**config.mk**
```make
export PLATFORM = sky130hd
export DESIGN_NAME = rtc_shadow_timer
export DESIGN_NICKNAME = d
export VERILOG_FILES = /design/src/rtl/rtc_shadow_pkg.sv /design/src/rtl/rtc_shadow_ctrl.sv /design/src/rtl/rtc_shadow_dp.sv /design/src/rtl/rtc_shadow_timer.sv
export SDC_FILE = /design/constraint.sdc
export NUM_CORES = 1
export LEC_CHECK = 0
export CAP_MARGIN = 20
export CORE_UTILIZATION = 60
export CTS_CLUSTER_SIZE = 16
export DETAILED_ROUTE_END_ITERATION = 10
export DONT_BUFFER_PORTS = 1
export PLACE_DENSITY = 0.84
export SYNTH_ARGS = -nofsm -noshare
export SYNTH_HDL_FRONTEND = slang
export SYNTH_HIERARCHICAL = 1
export SYNTH_SLANG_ARGS = --single-unit
```
**constraint.sdc**
```tcl
create_clock -name clk -period 6.9 [get_ports clk]
set_input_delay 0.69 -clock clk [delete_from_list [all_inputs] [get_ports clk]]
set_output_delay 0.69 -clock clk [all_outputs]
set_load 0.03 [all_outputs]
```
**src/rtl/rtc_shadow_pkg.sv**
```systemverilog
package rtc_shadow_pkg;

  localparam logic [7:0] OFS_BUSY   = 8'h04;
  localparam logic [7:0] OFS_SEC    = 8'h08;
  localparam logic [7:0] OFS_SHADOW = 8'h0C;
  localparam logic [7:0] OFS_MS     = 8'h10;
  localparam logic [7:0] OFS_ALM0   = 8'h14;
  localparam logic [7:0] OFS_ALM1   = 8'h18;
  localparam logic [7:0] OFS_MSALM  = 8'h1C;
  localparam logic [7:0] OFS_MASK   = 8'h28;
  localparam logic [7:0] OFS_STAT   = 8'h2C;

  localparam int SEC_ALARMS = 2;
  localparam int MASK_BITS  = 5;
  localparam int STAT_BITS  = SEC_ALARMS + 1;

  typedef enum logic [3:0] {
    SEL_NONE, SEL_BUSY, SEL_SEC, SEL_SHADOW, SEL_MS,
    SEL_ALM0, SEL_ALM1, SEL_MSALM, SEL_MASK, SEL_STAT
  } rdSel_e;

  typedef struct packed {
    logic                  tick;
    logic                  copy;
    logic                  busy;
    logic                  ldSec;
    logic [SEC_ALARMS-1:0] ldAlm;
    logic                  ldMsAlm;
    logic                  ldMask;
    logic                  clrStatus;
    logic                  capShadow;
    rdSel_e                rdSel;
  } dpCtl_t;

endpackage

```
**src/rtl/rtc_shadow_ctrl.sv**
```systemverilog
module rtc_shadow_ctrl
  import rtc_shadow_pkg::*;
#(
  parameter int ADDR_W     = 8,
  parameter int COPY_TICKS = 8
) (
  input  logic              clk,
  input  logic              rstN,
  input  logic              slowClk,
  input  logic [ADDR_W-1:0] busAddr,
  input  logic              busWrEn,
  input  logic              busRdEn,
  output dpCtl_t            ctl
);

  localparam int PH_W = (COPY_TICKS > 1) ? $clog2(COPY_TICKS) : 1;
  localparam logic [PH_W-1:0] PH_LAST = PH_W'(COPY_TICKS - 1);

  // Two-flop synchronizer plus one history stage for edge detection.
  logic [2:0] syncQ;
  logic [PH_W-1:0] phase;
  logic tickNow, busyNow, wrOk;

  always_ff @(posedge clk) begin
    if (!rstN) syncQ <= '0;
    else       syncQ <= {syncQ[1:0], slowClk};
  end

  assign tickNow = syncQ[1] & ~syncQ[2];

  always_ff @(posedge clk) begin
    if (!rstN)        phase <= '0;
    else if (tickNow) phase <= (phase == PH_LAST) ? '0 : phase + 1'b1;
  end

  assign busyNow = (phase == PH_LAST);
  assign wrOk    = busWrEn & ~busyNow;

  function automatic logic isOfs(input logic [7:0] ofs);
    return busAddr == ADDR_W'(ofs);
  endfunction

  always_comb begin
    ctl           = '0;
    ctl.tick      = tickNow;
    ctl.copy      = tickNow & busyNow;
    ctl.busy      = busyNow;
    ctl.ldSec     = wrOk & isOfs(OFS_SEC);
    ctl.ldAlm[0]  = wrOk & isOfs(OFS_ALM0);
    ctl.ldAlm[1]  = wrOk & isOfs(OFS_ALM1);
    ctl.ldMsAlm   = wrOk & isOfs(OFS_MSALM);
    ctl.ldMask    = wrOk & isOfs(OFS_MASK);
    ctl.clrStatus = wrOk & isOfs(OFS_STAT);
    ctl.capShadow = busRdEn & isOfs(OFS_MS);
    ctl.rdSel     = SEL_NONE;
    if (busRdEn) begin
      if      (isOfs(OFS_BUSY))   ctl.rdSel = SEL_BUSY;
      else if (isOfs(OFS_SEC))    ctl.rdSel = SEL_SEC;
      else if (isOfs(OFS_SHADOW)) ctl.rdSel = SEL_SHADOW;
      else if (isOfs(OFS_MS))     ctl.rdSel = SEL_MS;
      else if (isOfs(OFS_ALM0))   ctl.rdSel = SEL_ALM0;
      else if (isOfs(OFS_ALM1))   ctl.rdSel = SEL_ALM1;
      else if (isOfs(OFS_MSALM))  ctl.rdSel = SEL_MSALM;
      else if (isOfs(OFS_MASK))   ctl.rdSel = SEL_MASK;
      else if (isOfs(OFS_STAT))   ctl.rdSel = SEL_STAT;
    end
  end

  // the busy window only ends on a slow tick.
  p_busy_ends_on_tick_r1: assert property (@(posedge clk) disable iff (!rstN)
    $fell(busyNow) |-> $past(tickNow));

  // between ticks the busy window persists.
  p_busy_holds_r1: assert property (@(posedge clk) disable iff (!rstN)
    busyNow && !tickNow |=> busyNow);

endmodule

```
**src/rtl/rtc_shadow_dp.sv**
```systemverilog
module rtc_shadow_dp
  import rtc_shadow_pkg::*;
#(
  parameter int DATA_W     = 32,
  parameter int SEC_W      = 32,
  parameter int TICK_HZ    = 32768,
  parameter int MS_PER_SEC = 1000
) (
  input  logic              clk,
  input  logic              rstN,
  input  dpCtl_t            ctl,
  input  logic [DATA_W-1:0] busWdata,
  output logic [DATA_W-1:0] busRdata,
  output logic              irq
);

  localparam int MS_W  = $clog2(MS_PER_SEC);
  localparam int ACC_W = $clog2(TICK_HZ + MS_PER_SEC) + 1;
  localparam logic [MS_W-1:0]  MS_LAST   = MS_W'(MS_PER_SEC - 1);
  localparam logic [ACC_W-1:0] ACC_STEP  = ACC_W'(MS_PER_SEC);
  localparam logic [ACC_W-1:0] ACC_LIMIT = ACC_W'(TICK_HZ);

  logic [SEC_W-1:0]     secCnt, secVis, shadow;
  logic [MS_W-1:0]      msCnt, msVis, msAlm;
  logic [ACC_W-1:0]     acc, accSum;
  logic                 accWrap;
  logic [MASK_BITS-1:0] mask;
  logic [STAT_BITS-1:0] status, statusNext, hits;
  logic [SEC_W-1:0]     secAlm [SEC_ALARMS];
  logic [DATA_W-1:0]    rdNext;

  assign accSum  = acc + ACC_STEP;
  assign accWrap = accSum >= ACC_LIMIT;

  // Running counters: a seconds load takes priority over a tick.
  always_ff @(posedge clk) begin
    if (!rstN) begin
      secCnt <= '0;
      msCnt  <= '0;
      acc    <= '0;
    end else if (ctl.ldSec) begin
      secCnt <= busWdata[SEC_W-1:0];
      msCnt  <= '0;
      acc    <= '0;
    end else if (ctl.tick) begin
      acc <= accWrap ? accSum - ACC_LIMIT : accSum;
      if (accWrap) begin
        if (msCnt == MS_LAST) begin
          msCnt  <= '0;
          secCnt <= secCnt + 1'b1;
        end else begin
          msCnt <= msCnt + 1'b1;
        end
      end
    end
  end

  // Bus-visible copies and the shadow latch.
  always_ff @(posedge clk) begin
    if (!rstN) begin
      secVis <= '0;
      msVis  <= '0;
      shadow <= '0;
    end else begin
      if (ctl.copy) begin
        secVis <= secCnt;
        msVis  <= msCnt;
      end
      if (ctl.capShadow) shadow <= secVis;
    end
  end

  // Seconds alarms: one register and comparator per alarm.
  for (genvar a = 0; a < SEC_ALARMS; a++) begin : gSecAlm
    always_ff @(posedge clk) begin
      if (!rstN)             secAlm[a] <= '0;
      else if (ctl.ldAlm[a]) secAlm[a] <= busWdata[SEC_W-1:0];
    end
    assign hits[a] = (secAlm[a] != '0) && (secAlm[a] == secCnt);
  end

  assign hits[SEC_ALARMS] = (msAlm == msCnt);

  always_ff @(posedge clk) begin
    if (!rstN) begin
      msAlm <= '1;
      mask  <= '0;
    end else begin
      if (ctl.ldMsAlm) msAlm <= busWdata[MS_W-1:0];
      if (ctl.ldMask)  mask  <= busWdata[MASK_BITS-1:0];
    end
  end

  always_comb begin
    statusNext = status;
    if (ctl.clrStatus) statusNext = statusNext & ~busWdata[STAT_BITS-1:0];
    if (ctl.copy)      statusNext = statusNext | hits;
  end

  always_ff @(posedge clk) begin
    if (!rstN) status <= '0;
    else       status <= statusNext;
  end

  assign irq = |(status & mask[STAT_BITS-1:0]);

  always_comb begin
    case (ctl.rdSel)
      SEL_BUSY:   rdNext = DATA_W'(ctl.busy);
      SEL_SEC:    rdNext = DATA_W'(secVis);
      SEL_SHADOW: rdNext = DATA_W'(shadow);
      SEL_MS:     rdNext = DATA_W'(msVis);
      SEL_ALM0:   rdNext = DATA_W'(secAlm[0]);
      SEL_ALM1:   rdNext = DATA_W'(secAlm[1]);
      SEL_MSALM:  rdNext = DATA_W'(msAlm);
      SEL_MASK:   rdNext = DATA_W'(mask);
      SEL_STAT:   rdNext = DATA_W'(status);
      default:    rdNext = '0;
    endcase
  end

  always_ff @(posedge clk) begin
    if (!rstN) busRdata <= '0;
    else       busRdata <= rdNext;
  end

  // configuration registers cannot move during a busy window.
  p_busy_freezes_cfg_r3: assert property (@(posedge clk) disable iff (!rstN)
    ctl.busy |=> $stable(secAlm[0]) && $stable(secAlm[1]) && $stable(msAlm) && $stable(mask));

  // shadow changes only on a millisecond read.
  p_shadow_only_on_read_r2: assert property (@(posedge clk) disable iff (!rstN)
    !ctl.capShadow |=> $stable(shadow));

  // a seconds load restarts the millisecond count.
  p_load_clears_ms_r4: assert property (@(posedge clk) disable iff (!rstN)
    ctl.ldSec |=> (msCnt == '0) && (secCnt == $past(busWdata[SEC_W-1:0])));

  // millisecond counter stays in range.
  p_ms_in_range_r5: assert property (@(posedge clk) disable iff (!rstN)
    msCnt <= MS_LAST);

  // a zero seconds alarm never raises its status bit.
  p_zero_alarm_silent_r6: assert property (@(posedge clk) disable iff (!rstN)
    ctl.copy && (secAlm[0] == '0) && !status[0] |=> !status[0]);

  // the interrupt level holds until status or mask is written.
  p_irq_holds_r7: assert property (@(posedge clk) disable iff (!rstN)
    irq && !ctl.clrStatus && !ctl.ldMask |=> irq);

endmodule

```
**src/rtl/rtc_shadow_timer.sv**
```systemverilog
module rtc_shadow_timer
  import rtc_shadow_pkg::*;
#(
  parameter int ADDR_W     = 8,
  parameter int DATA_W     = 32,
  parameter int SEC_W      = 32,
  parameter int TICK_HZ    = 32768,
  parameter int MS_PER_SEC = 1000,
  parameter int COPY_TICKS = 8
) (
  input  logic              clk,
  input  logic              rstN,
  input  logic              slowClk,
  input  logic [ADDR_W-1:0] busAddr,
  input  logic              busWrEn,
  input  logic              busRdEn,
  input  logic [DATA_W-1:0] busWdata,
  output logic [DATA_W-1:0] busRdata,
  output logic              irq
);

  dpCtl_t ctl;

  rtc_shadow_ctrl #(
    .ADDR_W    (ADDR_W),
    .COPY_TICKS(COPY_TICKS)
  ) u_ctrl (
    .clk     (clk),
    .rstN    (rstN),
    .slowClk (slowClk),
    .busAddr (busAddr),
    .busWrEn (busWrEn),
    .busRdEn (busRdEn),
    .ctl     (ctl)
  );

  rtc_shadow_dp #(
    .DATA_W    (DATA_W),
    .SEC_W     (SEC_W),
    .TICK_HZ   (TICK_HZ),
    .MS_PER_SEC(MS_PER_SEC)
  ) u_dp (
    .clk     (clk),
    .rstN    (rstN),
    .ctl     (ctl),
    .busWdata(busWdata),
    .busRdata(busRdata),
    .irq     (irq)
  );

endmodule

```
==> impl_metrics.csv, run 1 <==
group,metric,value,unit
sta,worst_slew_pin_slew,1.14,ns
finish,fillCellCount,1530,
sta,slew_headroom,23.9,%
floorplan,fp.dieArea,21200,sq um
synthesis,synth.cell_area,12400,sq um
worst_setup_path,worstSetupPathType,"register to register",
finish,n_antenna_cell,0,
floorplan,core_area,20200,sq um
flow_run,cap_violations,0,
finish,drive_gt1_share,7.14,%
power,leakagePower,4.62,nW
sta,fin_crit_sh,56.9,%
detailed_routing,drtIter0Drc,1342,
finish,fin_area,13400,sq um
finish,final_net_count,1264,
clock_network,cts_root_buffer,"clkbuf_16",
detailed_routing,vias_per_cell,6.58,
global_route,grt_pass1_vias,9307,
worst_setup_path,r2r_cells,11,
synthesis,ys_ff_latch,250,
worst_setup_path,critical-path-top-delay-family,"simple AND/OR/NAND/NOR gates",
global_route,gr-total-overflow,0,
placed_design,hpwl,23200,microns
sta,hold_viol,0,
placed_design,portBuffers,0,
worst_setup_path,path_cells,"or3_4 -> or4_1 -> nand2_1 -> xnor2_1 -> ha_1 -> nand3_1 -> nor3_1 -> o2111ai_2 -> o21a_1 -> or4_1 -> a21oi_1",
detailed_routing,routedWlPerCell,22.4,microns
global_route,grt_max_degree,219,
finish,fin_cells,1502,
sta,rsz0062_at_grt,"false",
placed_design,dp_worst_setup_slack,3.09,ns
floorplan,die_x,146,microns
worst_setup_path,start_kind,"register",
finish,final_cell_mix,"186 x dfxtp_1, 110 x mux2i_1, 97 x nand2_1",
synthesis,syn_inst,1286,
clock_network,cts_buffers,26,
clock_network,cts_hold_buffers,0,
power,p_per_area,240,nW/um^2
clock_network,cts_max_level,1,
synthesis,synth_top_area_cell,"dfxtp_1",
global_route,grt_use_total,31.4,%
worst_setup_path,worstPathMaxFanout,15,
worst_setup_path,path_common_cell,"or4_1",
synthesis,synth-main-ff-cell,"dfxtp_1",
clock_network,clock_sinks,250,
worst_setup_path,path_depth,11,
floorplan,initial_core_util,61.2,%
clock_network,clk_pin_slew,0.06,ns
placed_design,gp_congestion,0.997,
worst_setup_path,max_stage_delay,0.56,ns
sta,clock_skew,0.00969,ns
global_route,antenna_found_initial,0,
sta,hold_ws,0.289,ns
worst_setup_path,cp.arrival,4.37,ns
finish,area_growth,8.22,%
detailed_routing,drc_errors,0,
sta,period_needed,3.93,ns
floorplan,die_y,146,microns
detailed_routing,wl,33700,microns
clock_network,worstSkewPairLatency,0.53,ns
sta,setup_viol,0,
sta,slew_violations,0,
run_status,run_status,"finished clean",
detailed_routing,dr.pass1.iters,6,
detailed_routing,vias,9883,
synthesis,synth_warnings,6,
floorplan,ios,78,
global_route,grtUsageMet2,46.8,%
floorplan,row_count,52,
synthesis,synthTopCellsByArea,"dfxtp_1 30%, edfxtp_1 16%, mux2i_1 8.9%",
synthesis,synth_cell_types,69,
synthesis,synth_top_area_share,30.1,%
placed_design,place_inst,1453,
detailed_routing,ant_nets,0,
global_route,grt_first_pass_wirelength,52400,microns
placed_design,dpl_cell_area,12400,sq um
global_route,grtUsageMet3,8.28,%
power,vdd.ir_drop.worst,0.175,mV
sta,worst_slack,2.97,ns
worst_setup_path,required,7.35,ns
worst_setup_path,endpoint_kind,"register",
finish,layout_commonest_cell,"dfxtp_1",
synthesis,synth_edf_count,64,
synthesis,avgSynthCellArea,9.62,sq um
worst_setup_path,slowest_stage,"or4_1",
global_route,grt-busiest-layer,"met2",
hold_path,hold_class,"input pin to register",
clock_network,cts_max_path_buffers,3,
hold_path,min_delay_path_depth,1,
worst_setup_path,worst-path-buf-inv,0,
clock_network,post_cts.resized_instances,0,
synthesis,synthArstFlopShare,0,%
synthesis,ys_seq_area_share,45.6,%
clock_network,tritoncts,"yes",
synthesis,synth_nets,1338,
global_route,met1_usage,44.3,%
sta,max_freq,0.255,GHz
sta,tns,0,ns
clock_network,cts_setup_buffers,0,
## logic make-up after synthesis
family / after synthesis / share of synthesized area, %
compound gates: 182 / 10.6
xor+xnor: 92 / 6.51
fa+ha+maj: 7 / 0.708
buf+inv: 127 / 4.02
flops: 250 / 45.6
mux: 112 / 9.08
simple gates: 516 / 23.5
## layer usage
metal | part of all wire [%] | vias up
met5 | 0 | -
met3 | 12 | 76
met2 | 44 | 542
met1 | 41 | 4726
met4 | 2.9 | 0
li1 | - | 4539
## registers in the layout (all words and copies together), names as in the netlist
register and cells:
u_dp/secAlm 64, u_dp/msCnt 10, u_ctrl/phase 3, u_dp/secVis 32, u_dp/status 3, u_dp/shadow 32, u_ctrl/syncQ 3, u_dp/secCnt 32
u_dp/msVis 10, u_dp/mask 5, u_dp/msAlm 10, u_dp/acc 14, u_dp/busRdata 32
## path summary, 6_finish.rpt
kind                   start              end  slack (ns)
min reg2reg  u_ctrl/syncQ[0]  u_ctrl/syncQ[1]        0.45
min                  slowClk  u_ctrl/syncQ[0]        0.29
max reg2reg      u_dp/acc[5]    u_dp/msCnt[9]        2.97
max              u_dp/acc[5]    u_dp/msCnt[9]        2.97
## metrics by stage
step	utilization, %	power (mW)
2_1_floorplan	-	1.70
3_3_place_gp	61.5	1.73
3_5_place_dp	61.5	1.73
4_1_cts	66.2	3.23
5_1_grt	66.2	3.30
6_report	66.2	3.22
## cell usage after synthesis, drive strengths merged (3+ instances only)
library cell and n:
dfxtp 186, mux2i 110, clkbuf 100, nand2 97, nor2b 89, and3 82, edfxtp 64, xor2 53
nor2 45, a21oi 39, nand3 39, xnor2 39, nor3 32, nor4 32, o21ai 28, a222oi 27
nand4 26, buf 20, a22oi 19, a31oi 17, and2 12, nor4b 11, nand2b 9, o31ai 9
or3 9, a32oi 7, ha 7, inv 7, nand3b 7, or4 7, a211oi 5, and4 4
nand4b 4, or2 4, a21o 3, a221oi 3, a22o 3, o2111ai 3, o211ai 3
## layout make-up
| type | count | area (sq um) | area share [%] |
|---|---|---|---|
| inverter | 7 | 26.3 | 0.196 |
| multi-input combinational | 909 | 6310 | 47.1 |
| sequential | 250 | 5650 | 42.1 |
| tap | 270 | 338 | 2.52 |
| clock buffer | 40 | 795 | 5.93 |
| timing repair buffer | 18 | 135 | 1.01 |
| clock inverter | 8 | 144 | 1.07 |
## power breakdown
group / internal [mW] / total (mW) / switching [mW]
sequential: 1.53 / 1.58 / 0.0566
clock: 0.940 / 1.51 / 0.567
combinational: 0.0561 / 0.124 / 0.0684
total: 2.52 / 3.22 / 0.692
(Power assumes the default switching activity.)
==> inputs of run 2 (changes only) <==
Settings changed: CORE_UTILIZATION 60 to 58.
Clock period 6.9 ns to 3.4 ns, I/O delays scaled along.
==> run 2 against run 1 <==
Register-to-register slack lost 2.8 ns; cell count grew 4.4%; maximum frequency grew 21%; non-clock buffer count grew 60; flip-flop and latch count is the same; clock power grew 93%; via count grew 6.8%; first-iteration DRC count grew 32%; clock skew grew 0.00086 ns.
==> impl_metrics.csv, run 2 (synthesized netlist as in run 1, its figures left out) <==
group,metric,value,unit
sta,fin_crit_sh,95.7,%
flow_run,cap_violations,0,
worst_setup_path,endpoint_kind,"register",
finish,largest_reg_flops,64,
floorplan,core_area,21000,sq um
sta,setup_viol,0,
clock_network,cts_max_level,1,
global_route,grt_use_total,32.7,%
worst_setup_path,r2r_cells,13,
sta,slew_violations,0,
worst_setup_path,reg2reg_to,"u_dp/secCnt[7]",
worst_setup_path,slowest_stage,"o41a_1",
clock_network,cts_root_buffer,"clkbuf_16",
placed_design,hpwl,23700,microns
finish,post-route-util,66.5,%
clock_network,clk_pin_slew,0.06,ns
worst_setup_path,path_common_cell,"nand3_1",
detailed_routing,ant_nets,0,
power,leakagePower,4.91,nW
worst_setup_path,path_cells,"buf_4 -> a2111oi_4 -> a21oi_2 -> and3_1 -> xnor2_1 -> ha_1 -> nand3_1 -> nor3_2 -> o2111ai_2 -> buf_6 -> o41a_1 -> or4_1 -> nand3_1",
clock_network,tritoncts,"yes",
worst_setup_path,rr_startpoint,"u_dp/acc[5]",
clock_network,worstSkewPairLatency,0.54,ns
sta,period_needed,3.25,ns
worst_setup_path,worstSetupPathType,"register to register",
placed_design,portBuffers,0,
sta,hold_viol,0,
floorplan,ios,78,
detailed_routing,dr.pass1.iters,6,
clock_network,cts_buffers,26,
global_route,gr-total-overflow,0,
detailed_routing,vias,10600,
detailed_routing,routedWlPerCell,23.3,microns
detailed_routing,drtIter0Drc,1778,
power,p_per_area,464,nW/um^2
worst_setup_path,start_kind,"register",
worst_setup_path,r2r_setup_slack,0.15,ns
sta,max_freq,0.307,GHz
power,pwr-share-comb,5.3,%
detailed_routing,drc_errors,0,
clock_network,cts_max_path_buffers,3,
power,p_sw,1.48,mW
detailed_routing,wl,36500,microns
clock_network,clock_sinks,250,
run_status,run_status,"finished clean",
sta,slew_headroom,32.3,%
finish,drive_gt1_share,9.60,%
detailed_routing,vias_per_cell,6.73,
hold_path,hold_class,"input pin to register",
finish,final_net_count,1324,
global_route,grt_max_degree,112,
floorplan,die_x,148,microns
hold_path,min_from,"busWdata[1]",
placed_design,gp_congestion,0.961,
hold_path,hold_end,"u_dp/secCnt[1]",
sta,clock_skew,0.0105,ns
sta,worst_slew_pin_slew,1.01,ns
worst_setup_path,worstPathMaxFanout,15,
worst_setup_path,cp.arrival,3.73,ns
worst_setup_path,max_stage_delay,0.49,ns
sta,hold_ws,0.0119,ns
power,vdd.ir_drop.worst,0.367,mV
floorplan,fp.dieArea,21900,sq um
power,power_frac_clock,45.1,%
finish,regMostFlops,"u_dp/secAlm",
hold_path,min_delay_path_depth,2,
floorplan,initial_core_util,59.1,%
finish,area_growth,12.7,%
power,power.internal,4.99,mW
floorplan,row_count,53,
global_route,grt_first_pass_wirelength,55600,microns
global_route,grt_pass1_vias,9839,
finish,layout_commonest_cell,"dfxtp_1",
worst_setup_path,required,3.87,ns
floorplan,die_y,148,microns
power,p_seq_share,49.6,%
power,power.share.switching,22.9,%
global_route,antenna_found_initial,1,
finish,final_cell_mix,"185 x dfxtp_1, 110 x mux2i_1, 97 x nand2_1",
power,p_total,6.47,mW
[run 2: cell count changes in the layout (fill, tap and decap cells not counted), sizes merged]
| cell | previous run | this run |
|---|---|---|
| buf | 18 | 50 |
| bufinv | 4 | 1 |
| clkbuf | 40 | 42 |
| clkinv | 4 | 3 |
| clkinvlp | 0 | 2 |
| diode | 0 | 1 |
| dlygate4sd3 | 0 | 28 |
[run 2: stage by stage]
stage | area [sq um] | std cells | TNS (ns) | setup WS (ns)
2_1_floorplan | 12400 | 1286 | 0 | 0.162
3_3_place_gp | 12700 | 1487 | 0 | 0.128
3_5_place_dp | 12700 | 1487 | 0 | 0.0274
4_1_cts | 13900 | 1563 | 0 | 0.00386
5_1_grt | 13900 | 1568 | -0.122 | -0.0384
6_report | 13900 | 1568 | 0 | 0.146
[run 2: worst max path at each step]
| stage | start | end | slack (ns) | cells past startpoint |
|---|---|---|---|---|
| global route | u_dp/acc[5] | u_dp/secCnt[15] | -0.04 | 13 |
| finish | u_dp/acc[5] | u_dp/secCnt[7] | 0.15 | 13 |
| global placement | u_dp/acc[5] | u_dp/secCnt[8] | 0.13 | 13 |
| CTS | u_dp/acc[5] | u_dp/secCnt[6] | 0.004 | 13 |
| detailed placement | u_dp/acc[5] | u_dp/secCnt[6] | 0.03 | 13 |
| floorplan | u_dp/acc[5] | u_dp/secCnt[17] | 0.16 | 13 |
[run 2: timing repair]
action / CTS / global route
endpoints found under the setup margin: 0 / 38
setup buffers: 0 / 3
hold buffers: 28 / 1
gates resized for setup: 0 / 8
hold endpoints to repair: 119 / 1
[run 2: final cells by class]
cell class              count  area [sq um]
diodes                      1          2.50
clock buffers              42           826
clock inverters             6          60.1
fillers                  1579          7010
inverters                   7          26.3
multi-input cells         909          6350
flip-flops and latches    250          5650
well taps                 275           344
repair buffers             78           692
[run 2: power by group through the flow]
stage	logic (mW)	clock network [mW]	registers [mW]
CTS	0.330	2.93	3.20
global placement	0.269	0	3.26
finish	0.342	2.92	3.21
floorplan	0.251	0	3.20
detailed placement	0.275	0	3.26
global route	0.366	3.05	3.21
[run 2: worst max-delay path, delay by kind of cell, from the launching register on]
family          cells  cell delay, ns
compound gates      4            1.17
simple gates        5            0.98
buf+inv             2            0.35
flops               1            0.32
xor+xnor            1            0.20
fa+ha+maj           1            0.19
[run 2: metal layers]
metal | GRT usage, % | part of all wire [%] | vias up
met2 | 49.4 | 44 | 728
met3 | 7.39 | 12 | 140
li1 | - | - | 4671
met4 | 13.5 | 4.5 | 0
met5 | 0 | 0 | -
met1 | 45.3 | 40 | 5020
